[src/rtl/tag_cmp_ram_pkg.sv]
package tag_cmp_ram_pkg;
    typedef enum logic [2:0] {
        CYC_IDLE,
        CYC_READ,
        CYC_LOOKUP,
        CYC_WRITE,
        CYC_FILL
    } cyc_e;
endpackage

[src/rtl/tag_cmp_ram_ctrl.sv]
module tag_cmp_ram_ctrl
    import tag_cmp_ram_pkg::*;
#(
    parameter int AW = 4,
    parameter int DW = 8
) (
    input  logic          clk,
    input  logic          rst_n,
    input  logic          sel,
    input  logic          write_n,
    input  logic          din_load_n,
    input  logic [AW-1:0] addr,
    input  logic [DW-1:0] din,
    output logic [AW-1:0] addr_q,
    output logic [DW-1:0] probe_q,
    output logic          wr_go,
    output logic          rd_vld
);
    cyc_e cyc_q, cyc_d;

    // next-cycle decode
    always_comb begin
        unique casez ({sel, write_n, din_load_n})
            3'b0??:  cyc_d = CYC_IDLE;
            3'b100:  cyc_d = CYC_FILL;
            3'b101:  cyc_d = CYC_WRITE;
            3'b110:  cyc_d = CYC_LOOKUP;
            3'b111:  cyc_d = CYC_READ;
            default: cyc_d = CYC_IDLE;
        endcase
    end

    // state register and sampled address
    always_ff @(posedge clk) begin
        if (!rst_n) begin
            cyc_q  <= CYC_IDLE;
            addr_q <= '0;
        end else begin
            cyc_q  <= cyc_d;
            addr_q <= addr;
        end
    end

    // data register: follows the load strobe only
    always_ff @(posedge clk) begin
        if (!rst_n) begin
            probe_q <= '0;
        end else if (!din_load_n) begin
            probe_q <= din;
        end
    end

    // outputs of the state machine
    always_comb begin
        wr_go  = (cyc_d == CYC_WRITE) || (cyc_d == CYC_FILL);
        rd_vld = 1'b0;
        unique case (cyc_q)
            CYC_READ, CYC_LOOKUP:           rd_vld = 1'b1;
            CYC_IDLE, CYC_WRITE, CYC_FILL:  rd_vld = 1'b0;
            default:                        rd_vld = 1'b0;
        endcase
    end
endmodule

[src/rtl/tag_cmp_ram_array.sv]
module tag_cmp_ram_array #(
    parameter int AW = 4,
    parameter int DW = 8
) (
    input  logic          clk,
    input  logic          we,
    input  logic [AW-1:0] waddr,
    input  logic [DW-1:0] wdata,
    input  logic [AW-1:0] raddr,
    output logic [DW-1:0] rdata
);
    localparam int DEPTH = 1 << AW;

    logic [DW-1:0] mem [DEPTH];

    always_ff @(posedge clk) begin
        if (we) begin
            mem[waddr] <= wdata;
        end
    end

    assign rdata = mem[raddr];
endmodule

[src/rtl/tag_cmp_ram_out.sv]
module tag_cmp_ram_out #(
    parameter int DW = 8
) (
    input  logic          clk,
    input  logic          rst_n,
    input  logic          flow_thru,
    input  logic          rd_vld,
    input  logic [DW-1:0] rdata,
    input  logic [DW-1:0] probe_q,
    output logic [DW-1:0] dout,
    output logic          dout_vld,
    output logic          hit
);
    logic [DW-1:0] diff;
    logic          hit_now;
    logic [DW-1:0] dout_p;
    logic          vld_p;
    logic          hit_p;

    // bitwise difference, one lane per bit
    for (genvar b = 0; b < DW; b++) begin : g_lane
        assign diff[b] = rdata[b] ^ probe_q[b];
    end

    assign hit_now = rd_vld ? (diff == '0) : 1'b1;

    always_ff @(posedge clk) begin
        if (!rst_n) begin
            dout_p <= '0;
            vld_p  <= 1'b0;
            hit_p  <= 1'b1;
        end else begin
            dout_p <= rdata;
            vld_p  <= rd_vld;
            hit_p  <= hit_now;
        end
    end

    assign dout     = flow_thru ? rdata   : dout_p;
    assign dout_vld = flow_thru ? rd_vld  : vld_p;
    assign hit      = flow_thru ? hit_now : hit_p;
endmodule

[src/rtl/tag_cmp_ram.sv]
module tag_cmp_ram
    import tag_cmp_ram_pkg::*;
#(
    parameter int AW = 4,
    parameter int DW = 8
) (
    input  logic          clk,
    input  logic          rst_n,
    input  logic          en_lo_a_n,
    input  logic          en_hi_b,
    input  logic          en_lo_c_n,
    input  logic          write_n,
    input  logic          din_load_n,
    input  logic          flow_thru,
    input  logic          rd_drive_n,
    input  logic          hit_drive_n,
    input  logic [AW-1:0] addr,
    input  logic [DW-1:0] din,
    output logic [DW-1:0] dout,
    output logic          dout_vld,
    output logic          rd_drive,
    output logic          hit,
    output logic          hit_drive
);
    logic          sel;
    logic [AW-1:0] addr_q;
    logic [DW-1:0] probe_q;
    logic          wr_go;
    logic          rd_vld;
    logic [DW-1:0] rdata;

    assign sel = !en_lo_a_n && en_hi_b && !en_lo_c_n;

    tag_cmp_ram_ctrl #(.AW(AW), .DW(DW)) u_ctrl (
        .clk        (clk),
        .rst_n      (rst_n),
        .sel        (sel),
        .write_n    (write_n),
        .din_load_n (din_load_n),
        .addr       (addr),
        .din        (din),
        .addr_q     (addr_q),
        .probe_q    (probe_q),
        .wr_go      (wr_go),
        .rd_vld     (rd_vld)
    );

    tag_cmp_ram_array #(.AW(AW), .DW(DW)) u_array (
        .clk   (clk),
        .we    (wr_go),
        .waddr (addr),
        .wdata (din),
        .raddr (addr_q),
        .rdata (rdata)
    );

    tag_cmp_ram_out #(.DW(DW)) u_out (
        .clk       (clk),
        .rst_n     (rst_n),
        .flow_thru (flow_thru),
        .rd_vld    (rd_vld),
        .rdata     (rdata),
        .probe_q   (probe_q),
        .dout      (dout),
        .dout_vld  (dout_vld),
        .hit       (hit)
    );

    assign rd_drive  = dout_vld && !rd_drive_n;
    assign hit_drive = !hit_drive_n;
endmodule

[config.mk]
export PLATFORM = sky130hd
export DESIGN_NAME = tag_cmp_ram
export DESIGN_NICKNAME = d
export VERILOG_FILES = /design/src/rtl/tag_cmp_ram_pkg.sv /design/src/rtl/tag_cmp_ram_ctrl.sv /design/src/rtl/tag_cmp_ram_array.sv /design/src/rtl/tag_cmp_ram_out.sv /design/src/rtl/tag_cmp_ram.sv
export SDC_FILE = /design/constraint.sdc
export NUM_CORES = 1
export LEC_CHECK = 0
export BUFFER_PORTS_ARGS = -buffer_cell sky130_fd_sc_hd__buf_2
export CAP_MARGIN = 20
export CORE_UTILIZATION = 45
export CTS_BUF_LIST = sky130_fd_sc_hd__clkbuf_8
export DETAILED_ROUTE_END_ITERATION = 6
export HOLD_SLACK_MARGIN = 0.15
export PLACE_DENSITY = 0.64
export SLEW_MARGIN = 0
export SYNTH_ARGS = -nofsm -noshare
export SYNTH_HDL_FRONTEND = slang
export SYNTH_SLANG_ARGS = --single-unit
export TNS_END_PERCENT = 20
[constraint.sdc]
create_clock -name clk -period 4 [get_ports clk]
set_clock_uncertainty 0.05 [all_clocks]
set_input_delay 0.2 -clock clk [delete_from_list [all_inputs] [get_ports clk]]
set_output_delay 0.2 -clock clk [all_outputs]
set_load 0.1 [all_outputs]
==> results.yml <==
power:
  pwr-share-clk_pct: 39.0
  power.static_leakage_nw: 2.48
  power_switching_w: 0.000759
  seq_power_share_pct: 52.6
  power_density_nw_per_um2: 469
  cell_internal_pwr_w: 0.00259
  switching_share_of_power_pct: 22.7
  proportion_of_power_drawn_by_combinational_gates_pct: 8.4
  vdd_drop_max_mv: 0.202
synth:
  yosys.area.top_type_share_pct: 63.1
  dominantRegCellSynth: "edfxtp_1"
  synth_cells: 363
  synth-seq-cells: 153
  yosys_warnings: 0
  synthDistinctLibCells: 33
  postSynth.asyncResetShare_pct: 0
  seq_area_frac_synth_pct: 71.4
  synth_enable_flop_cells: 128
  synth.avg_cell_area_um2: 16.8
  post_syn_nets: 385
  synth_largest_area_cell: "edfxtp_1"
  synth.cell_area_um2: 6090
  synth.area.top_cells: "edfxtp_1 63%, dfxtp_1 8.2%, mux4_2 8.1%, mux2i_1 6.4%, nor2_1 2.1%"
place:
  gp_congestion: 0.786
  hpwlAfterDp_um: 8140
  port_buffer_count: 33
die:
  die_span_in_x_um: 118
  start_util_pct: 46.0
  dieArea_um2: 14000
  core_um2: 13200
  die-height_um: 118
  io_pins: 34
  rows: 42
worst_hold_path:
  min-delay-path-class: "reg -> reg"
clock_tree:
  clk_transition_reported_paths_ns: 0.08
  postCtsSetupRepairBufs: 0
  clock_sinks: 153
  tritoncts.num_buffers: 17
  cts_tree: "done"
  htree_num_levels: 4
  cts_root_buffer: "clkbuf_8"
  max-clock-path-buffers: 2
  worstSkewPairLatency_ns: 0.44
timing:
  grt_setup_unrepaired: "no"
  final_min_period_over_clock_period_pct: 91.5
  hold_violations: 0
  final_layout_worst_hold_slack_ns: 0.402
  number_of_pins_exceeding_their_max_slew_limit_in_the_final_report: 0
  setup-violations-final: 0
  fmax_mhz: 273
  tns_ns: 0
  timing.slew.headroom_pct: 26.6
  timing.final.crit_period_ns: 3.66
  timing_worst_slew_pin_value_ns: 1.10
route:
  drt_first_pass_iters: 4
  wl_per_cell_um: 20.5
  viasPerCell: 5.36
  drcViolationCount: 0
  detailedRoute.firstIterationViolations: 327
  wl_um: 12600
  drtAntennaViolNets: 0
  route.vias.total: 3312
global_routing:
  grtUsageTotal_pct: 19.8
  first_global_vias: 3485
  maximum_number_of_pins_on_one_net_before_global_route_repair: 35
  grt_overflow: 0
  grt_antenna_before_repair: 0
  wire_length_of_the_first_global_routing_pass_um: 19700
critical_path:
  critPathRequiredTime_ns: 3.75
  critical_path.startpoint_type: "register"
  critical_path_arrival_ns: 3.41
  cpMaxStageDelayCell: "dfxtp_1"
  timing_worst_setup_path_type: "reg -> out"
  crit_path_end_kind: "output port"
  worst-path-max-fanout: 14
  critPathMaxStageDelay_ns: 0.83
  cp_cell_sequence: "mux4_2 -> mux2i_1 -> mux2_1 -> xor2_1 -> o21ai_1 -> nor4_2 -> o22a_1 -> buf_2"
final_layout:
  final_common_cell: "edfxtp_1"
  final_cell_mix: "128 x edfxtp_1, 39 x mux2i_1, 34 x nor2_1"
  layout_overhead_on_the_synthesized_area_pct: 17.4
  final_net_count: 451
  drive_gt1_share_pct: 24.0
  diodes: 0
status:
  run_status: "finished, final reports clean"
flow_run:
  drv.max_cap_violation_count: 0
## final cells by class
class                      instances  area, µm²
inverter                          12       45.0
multi-input combinational        183       1620
clock buffer                      18        248
fill                            1083       6100
clock inverter                    14        205
timing repair buffer              62        458
sequential                       153       4350
tap                              176        220
## power by group through the flow
stage | clock (W) | combinational [W] | sequential (W)
final | 0.00131 | 0.000282 | 0.00176
after floorplan | 0 | 0.000207 | 0.00178
after global routing | 0.00140 | 0.000302 | 0.00177
after detailed placement | 0 | 0.000266 | 0.00180
after global placement | 0 | 0.000262 | 0.00180
after CTS | 0.00133 | 0.000283 | 0.00176
## metal layers
| layer | wire length (µm) | vias to the layer above | global-route usage [%] |
|---|---|---|---|
| met2 | 6160 | 128 | 31.8 |
| li1 | - | 1523 | - |
| met1 | 5480 | 1645 | 25.4 |
| met5 | 0 | - | 0 |
| met3 | 773 | 16 | 5.26 |
| met4 | 234 | 0 | 8.33 |
## sequential cells by signal, indices dropped and copies added, names as in the netlist, named ones only
| signal | flops |
|---|---|
| u_out.vld_p | 1 |
| u_out.hit_p | 1 |
| u_array.mem | 128 |
| u_out.dout_p | 8 |
| u_ctrl.cyc_q | 3 |
| u_ctrl.probe_q | 8 |
## cells by family after synthesis
group	Yosys count	share of synthesized area, %
compound gates	25	2.71
xor+xnor	6	0.863
buf+inv	27	2.16
flops	153	71.4
mux	72	16.6
simple gates	80	6.33
## path summary, 6_finish.rpt
kind / start / cells after the start / slack [ns] / to
max reg2reg: register / 7 / 1.37 / u_out.hit_p
max: register / 8 / 0.34 / hit
min reg2reg: u_ctrl.cyc_q[2] / 1 / 0.40 / u_out.vld_p
min: u_ctrl.cyc_q[2] / 1 / 0.40 / u_out.vld_p
## metrics by stage
stage / power, W / setup slack [ns] / instances / area [µm²] / utilization [%]
4_1_cts: 0.00338 / 0.134 / 616 / 7120 / 53.8
2_1_floorplan: 0.00199 / 0.529 / 363 / 6090 / -
3_5_place_dp: 0.00207 / 0.648 / 562 / 6450 / 48.7
3_3_place_gp: 0.00206 / 0.661 / 562 / 6450 / 48.7
5_1_grt: 0.00346 / 0.0473 / 618 / 7150 / 54.0
6_report: 0.00335 / 0.341 / 618 / 7150 / 54.0
## Yosys cell counts, types with 9 or more instances
cell	number
edfxtp_1	128
mux2i_1	39
nor2_1	34
dfxtp_1	25
mux4_2	22
inv_1	12
mux2_2	9
nand2_1	9
## worst max-delay path: cells and delay by family (launching register included)
kind,cells,cell delay (ns)
multiplexers,3,1.09
flip-flops,1,0.83
buffers and inverters,1,0.42
AO/OA/AOI/OAI,2,0.26
XOR/XNOR,1,0.19
AND/OR/NAND/NOR,1,0.18
## repair_timing
action                                 4_1_cts  5_1_grt
resized for setup                            0        1
hold buffers                                22        0
setup endpoints to repair                    0        1
endpoints found under the hold margin      146        0
Power figures use the tool's default switching activity.
